### src/rtl/maj_mux_pkg.sv
`timescale 1ns/1ps
package maj_mux_pkg;
  // two-of-three over whole bundles
  function automatic logic [63:0] maj3_vec(input logic [63:0] p, input logic [63:0] q,
                                           input logic [63:0] r);
    return (p & q) | (p & r) | (q & r);
  endfunction
endpackage

### src/rtl/maj_layer.sv
`timescale 1ns/1ps
module maj_layer #(
  parameter int N = 11
) (
  input  logic [N-1:0] x0,
  input  logic [N-1:0] x1,
  input  logic [N-1:0] x2,
  input  logic [N-1:0] flip,
  output logic [N-1:0] y
);
  import maj_mux_pkg::*;
  logic [63:0] m;
  assign m = maj3_vec(64'(x0), 64'(x1), 64'(x2));
  assign y = m[N-1:0] ^ flip;
endmodule

### src/rtl/bundle_vote.sv
`timescale 1ns/1ps
module bundle_vote #(
  parameter int N = 11
) (
  input  logic [N-1:0] lines,
  output logic         hit
);
  localparam int CW = $clog2(N + 1);
  logic [CW-1:0] cnt;
  always_comb begin
    cnt = '0;
    for (int j = 0; j < N; j++) cnt = cnt + CW'(lines[j]);
  end
  // strictly more than half: ties on even N give low
  assign hit = cnt > CW'(N / 2);
endmodule

### src/rtl/maj_mux_chain.sv
`timescale 1ns/1ps
module maj_mux_chain #(
  parameter int N = 11,
  parameter int D = 10,
  parameter int K = 3
) (
  input  logic                        clk,
  input  logic                        rst,
  input  logic                        in_valid,
  output logic                        in_ready,
  input  logic [N-1:0]                in_a,
  input  logic [N-1:0]                in_b,
  input  logic [N-1:0]                in_c,
  input  logic [(D-1)*N-1:0]          side_b,
  input  logic [(D-1)*N-1:0]          side_c,
  input  logic [D*N-1:0]              fault_exe,
  input  logic [((K == 0) ? 1 : D / ((K == 0) ? 1 : K))*N-1:0] fault_res,
  output logic                        out_valid,
  input  logic                        out_ready,
  output logic                        out_bit
);
  localparam int KS   = (K == 0) ? 1 : K;
  localparam int NRES = (K == 0) ? 1 : D / KS;

  logic [N-1:0] stq [D];
  logic [N-1:0] nxt [D];
  logic [D-1:0] vq;
  logic         adv;

  assign out_valid = vq[D-1];
  assign adv       = !out_valid || out_ready;
  assign in_ready  = adv;

  for (genvar i = 0; i < D; i++) begin : g_stage
    localparam bit RESTORE = (K != 0) && (((i + 1) % KS) == 0);
    logic [N-1:0] s0, s1, s2, ex;
    if (i == 0) begin : g_head
      assign s0 = in_a;
      assign s1 = in_b;
      assign s2 = in_c;
    end else begin : g_body
      assign s0 = stq[i-1];
      assign s1 = side_b[(i-1)*N +: N];
      assign s2 = side_c[(i-1)*N +: N];
    end
    maj_layer #(.N(N)) u_exe (
      .x0(s0), .x1(s1), .x2(s2), .flip(fault_exe[i*N +: N]), .y(ex));
    if (RESTORE) begin : g_res
      localparam int R = (i + 1) / KS - 1;
      logic [N-1:0] rot1, rot2, rs;
      assign rot1 = {ex[0], ex[N-1:1]};
      assign rot2 = {ex[1:0], ex[N-1:2]};
      maj_layer #(.N(N)) u_res (
        .x0(ex), .x1(rot1), .x2(rot2), .flip(fault_res[R*N +: N]), .y(rs));
      assign nxt[i] = rs;
    end else begin : g_pass
      assign nxt[i] = ex;
    end
  end

  always_ff @(posedge clk) begin
    if (adv) begin
      for (int i = 0; i < D; i++) stq[i] <= nxt[i];
    end
  end

  always_ff @(posedge clk) begin
    if (rst) vq <= '0;
    else if (adv) vq <= {vq[D-2:0], in_valid};
  end

  bundle_vote #(.N(N)) u_vote (.lines(stq[D-1]), .hit(out_bit));

  if (NRES < 1) begin : g_bad
    initial $error("bad restoration count");
  end
endmodule

### config.mk
export PLATFORM = sky130hd
export DESIGN_NAME = maj_mux_chain
export DESIGN_NICKNAME = d
export VERILOG_FILES = /design/src/rtl/maj_mux_pkg.sv /design/src/rtl/maj_layer.sv /design/src/rtl/bundle_vote.sv /design/src/rtl/maj_mux_chain.sv
export SDC_FILE = /design/constraint.sdc
export NUM_CORES = 1
export LEC_CHECK = 0
export ABC_AREA = 1
export BUFFER_PORTS_ARGS = -buffer_cell sky130_fd_sc_hd__buf_2
export CAP_MARGIN = 15
export CORE_ASPECT_RATIO = 1.1
export CORE_MARGIN = 3
export CORE_UTILIZATION = 32
export DETAILED_ROUTE_END_ITERATION = 12
export GPL_TIMING_DRIVEN = 0
export PLACE_DENSITY_LB_ADDON = 0.08
export SETUP_SLACK_MARGIN = 0.5
export SKIP_CTS_REPAIR_TIMING = 1
export SLEW_MARGIN = 20
export SYNTH_ARGS = -nofsm -noshare
export SYNTH_HDL_FRONTEND = slang
export SYNTH_SLANG_ARGS = --single-unit
### constraint.sdc
create_clock -name clk -period 9.3 [get_ports clk]
set_input_delay 0.93 -clock clk [delete_from_list [all_inputs] [get_ports clk]]
set_output_delay 0.93 -clock clk [all_outputs]
set_load 0.05 [all_outputs]
### After elaboration in Yosys (flattened, before gate mapping)

Memories as Yosys holds them, arrays and structs flattened.
Index checks and enable logic that the tools add are counted.

| word-level totals | value |
|---|---|
| flip-flop bits (word level) | 10 |
| memory bits (writable) | 110 |
| input bits | 378 |
| output and inout port bits | 3 |
| logic and storage cells | 95 |
| memories | 1 |

| operators by class | value |
|---|---|
| add/subtract/negate cells | 10 |
| $lt $le $gt $ge | 1 |
| mux-type cells | 2 |
| bitwise logic cells | 78 |
| reduce and logical (&&, ||, !) cells | 2 |

Memory list:

| name | depth | bits a word | read ports | clocked after Yosys merged registers in | wr ports | RTL line | source |
|---|---|---|---|---|---|---|---|
| stq | 10 | 11 | 10 | 0 | 10 | maj_mux_chain.sv:25 | `logic [N-1:0] stq [D];` |

Operator list:

| operator | count |
|---|---|
| bitwise AND 11 bit | 39 |
| bitwise OR 11 bit | 26 |
| bitwise XOR 11 bit | 13 |
| adder 4 x 1 -> 4 bit | 9 |
| > comparator 4 x 3 -> 1 bit, second input constant | 1 |
| adder 1 x 1 -> 2 bit | 1 |
| two-way mux 1 bit | 2 |
| logical NOT 1 bit | 1 |
| logical OR 1 bit | 1 |

### Longest topological paths before layout

An unclocked memory read counts as a cell.

| depth | value |
|---|---|
| depth after elaboration | 12 |
| mapped depth | 12 |
| depth with buffers taken out | 12 |

### Cells and area by module

Synthesis repeated with hierarchy kept, for this count alone.

| unflattened totals | value |
|---|---|
| cells, all modules | 1,786 |
| area total of the unflattened synthesis | 10,826.6 um^2 |

By module, submodules not included:

| module | instances | cells each | area an instance (um^2) | sequential area each (um^2) |
|---|---|---|---|---|
| maj_layer | 13 | 121 | 523.0 | 0.0 |
| maj_mux_chain | 1 | 172 | 3,724.8 | 3,503.4 |
| bundle_vote | 1 | 41 | 302.8 | 0.0 |

### Worst setup path after synthesis

Ideal clock, no wire load.

| timing path | value |
|---|---|
| path kind | reg-to-output |
| from | memory stq[9][0] |
| to | output out_bit |
| data arrival time | 3.301 ns |
| data required time | 8.370 ns |
| path slack | 5.069 ns |
| cell stages (with the launch flop) | 12 |
| path buffers | 0 |
| cells stage by stage | edfxtp_1 ha_1 inv_1 fa_1 fa_1 fa_1 inv_1 ha_1 fa_1 xor2_1 nand2_1 nand3_1 |

RTL lines:

| what | RTL line | source |
|---|---|---|
| start: declaration | maj_mux_chain.sv:25 |  |
| end: declaration | maj_mux_chain.sv:20 | `output logic out_bit` |

==> results.txt <==
number of vias per cell = 4.35
PortBufs = 379
H-tree Lvls = 4
Num CTS Buffers = 17
part of the power in registers = 35.1%
peak supply drop = 0.000145 V
critical path, cell by cell = ha_1, inv_1, fa_1, fa_1, fa_1, inv_1, ha_1, fa_1, xor2_1, nand2_1, nand3_1, buf_2
initial antenna violation count = 11
Slew @ Worst Pin = 0.477 ns
row cnt = 62
number of global-route vias before repair = 7593
Most Frequent Cell on Critical Path = fa_1
final WL = 24300 um
I/O Pins = 381
Synth cell types = 19
Synth area leaders = edfxtp_1 38%, nand2_1 12%, nand2_2 11%
Largest stage delay, worst path = 0.50 ns
core box area = 26200 um2
Post-synth EDFFs = 110
Clock Sinks = 120
Hold Path Class = reg -> reg
First DRT Iteration DRCs = 270
Crit path required time = 8.37 ns
post-synth top area share = 38.5%
Mapped Nets = 1475
final setup violation count = 0
Clock Tree Buf Depth = 2
CP max stage cell = fa_1
Yosys top cell by area = edfxtp_1
total number of vias = 8061
fmax = 207 MHz
combinational fraction of design power = 35.2%
DP HPWL = 20600 um
Worst R2R Path Depth = 4
Mapped Cells = 1086
total power = 0.00218 W
Worst Hold Path Cells = 2
Synth Flop Type = edfxtp_1
Seq/Total Area, Yosys = 40.8%
TNS Setup = 0 ns
outcome = finished, final reports clean
first-pass GRT wire length = 36700 um
final hold violation count = 0
Pins Over Slew Limit = 0
P&R area growth vs syn = 34.4%
YS warnings = 0
Worst setup EP type = output port
chip height = 178 um
Worst-path clk slew = 0.06 ns
Worst Setup Start Kind = flip-flop
share of cells above drive strength 1 = 38.3%
TritonRoute pass-1 iters = 4
RSZ-0062 raised after global routing = no
hold slack final = 0.460 ns
Pint = 0.00142 W
max_cap viols = 0
total gr overflow = 0
worst-path maximum fanout = 2
Slew headroom = 68.2%
count leader, synth = nand2_1
average cell area after synthesis = 7.90 um2
mapped cell area = 8580 um2
die width = 162 um
DRT antenna net count = 0
switching power = 0.000763 W
leakage power = 6.04 nW
routed length per placed instance = 13.1 um
synthesized flop and latch total = 120
critical path class = reg -> out
Async SR Flop Fraction = 0%
sw frac = 35.0%
largest net degree at the start of global routing = 65
fin crit period = 4.84 ns
total global-route track usage = 16.6%
RD Place Congestion = 0.781
clock share of power = 29.8%
Post-route DRC = 0
top post-synthesis cells by count = 278 x nand2_1, 178 x inv_1, 153 x nand2_2
die area = 28800 um2
Initial Utilization = 32.7%
clock latency at the later pin of the worst-skew pair = 0.42 ns
critical path arrival = 3.91 ns
PD cells = 189 nW/um2
Final period util = 52.0%
Clock Skews = 0.0185 ns
final net count = 1874
clock root cell = clkbuf_16
CTS tree = done
sequential cells by signal, indices dropped and copies added, names as in the netlist:
register	cells
vq	10
stq	110
final timing paths:
path              slack (ns)    endpoint       from
setup reg to reg        7.80  stq[4][10]      vq[9]
hold reg to reg         0.46       vq[4]      vq[3]
setup / recovery        4.46     out_bit  stq[9][1]
hold / removal          0.46       vq[4]      vq[3]
layout by cell type, fill, tap and decap left out, drive strengths merged, types with 6 or more instances in the layout:
master,n
nand2,431
buf,381
inv,191
edfxtp,110
a21oi,87
nand3,86
o21a,77
xnor2,77
clkbuf,18
dfxtp,10
nand3b,6
fa,6
power by group through the flow:
stage / registers, W / logic (W) / clock network (W)
CTS: 0.000766 / 0.000783 / 0.000670
global placement: 0.000776 / 0.000762 / 0
global route: 0.000777 / 0.000882 / 0.000694
finish: 0.000764 / 0.000767 / 0.000649
detailed placement: 0.000777 / 0.000778 / 0
floorplan: 0.000757 / 0.000559 / 0
area by class of cell:
type / instances / area (um2)
clock inverters: 15 / 143
well taps: 352 / 440
multi-input cells: 779 / 4370
clock buffers: 17 / 425
inverters: 185 / 702
flip-flops and latches: 120 / 3500
fillers: 2735 / 14700
repair buffers: 380 / 1920
plain buffers: 2 / 11.3
diodes: 5 / 12.5
worst max-delay path: cells and delay by family (launching register included):
| family | cells | cell delay (ns) |
|---|---|---|
| XOR/XNOR | 1 | 0.16 |
| adder cells (fa/ha/maj) | 6 | 2.37 |
| buffers and inverters | 3 | 0.38 |
| flip-flops | 1 | 0.44 |
| AND/OR/NAND/NOR | 2 | 0.15 |
per-layer routing:
| layer | GRT usage [%] | vias to the layer above | part of all wire (%) |
|---|---|---|---|
| met5 | 0 | - | 0.34 |
| met4 | 5.01 | 14 | 1.4 |
| met3 | 6.58 | 32 | 9.2 |
| met2 | 31.3 | 267 | 53 |
| met1 | 16.8 | 3464 | 36 |
| li1 | - | 4284 | - |
kinds of logic (layout without fill, tap and decap cells):
group,count (synthesis),count (layout),share of synthesized area (%)
XOR/XNOR,78,78,7.96
AO/OA/AOI/OAI,165,165,11.9
flip-flops,120,120,40.8
adder cells (fa/ha/maj),11,11,2.13
other,0,5,0
buffers and inverters,187,599,8.22
AND/OR/NAND/NOR,525,525,29.0
metrics by stage:
step / area [um2] / util [%] / instances / setup WS [ns]
2_1_floorplan: 8580 / - / 1086 / 5.07
3_3_place_gp: 10900 / 41.6 / 1817 / 4.72
3_5_place_dp: 11000 / 41.8 / 1818 / 4.87
4_1_cts: 11500 / 43.9 / 1850 / 4.39
5_1_grt: 11500 / 44.0 / 1853 / 4.25
6_report: 11500 / 44.0 / 1855 / 4.46
Note: power is estimated with default switching activity, not from simulation.
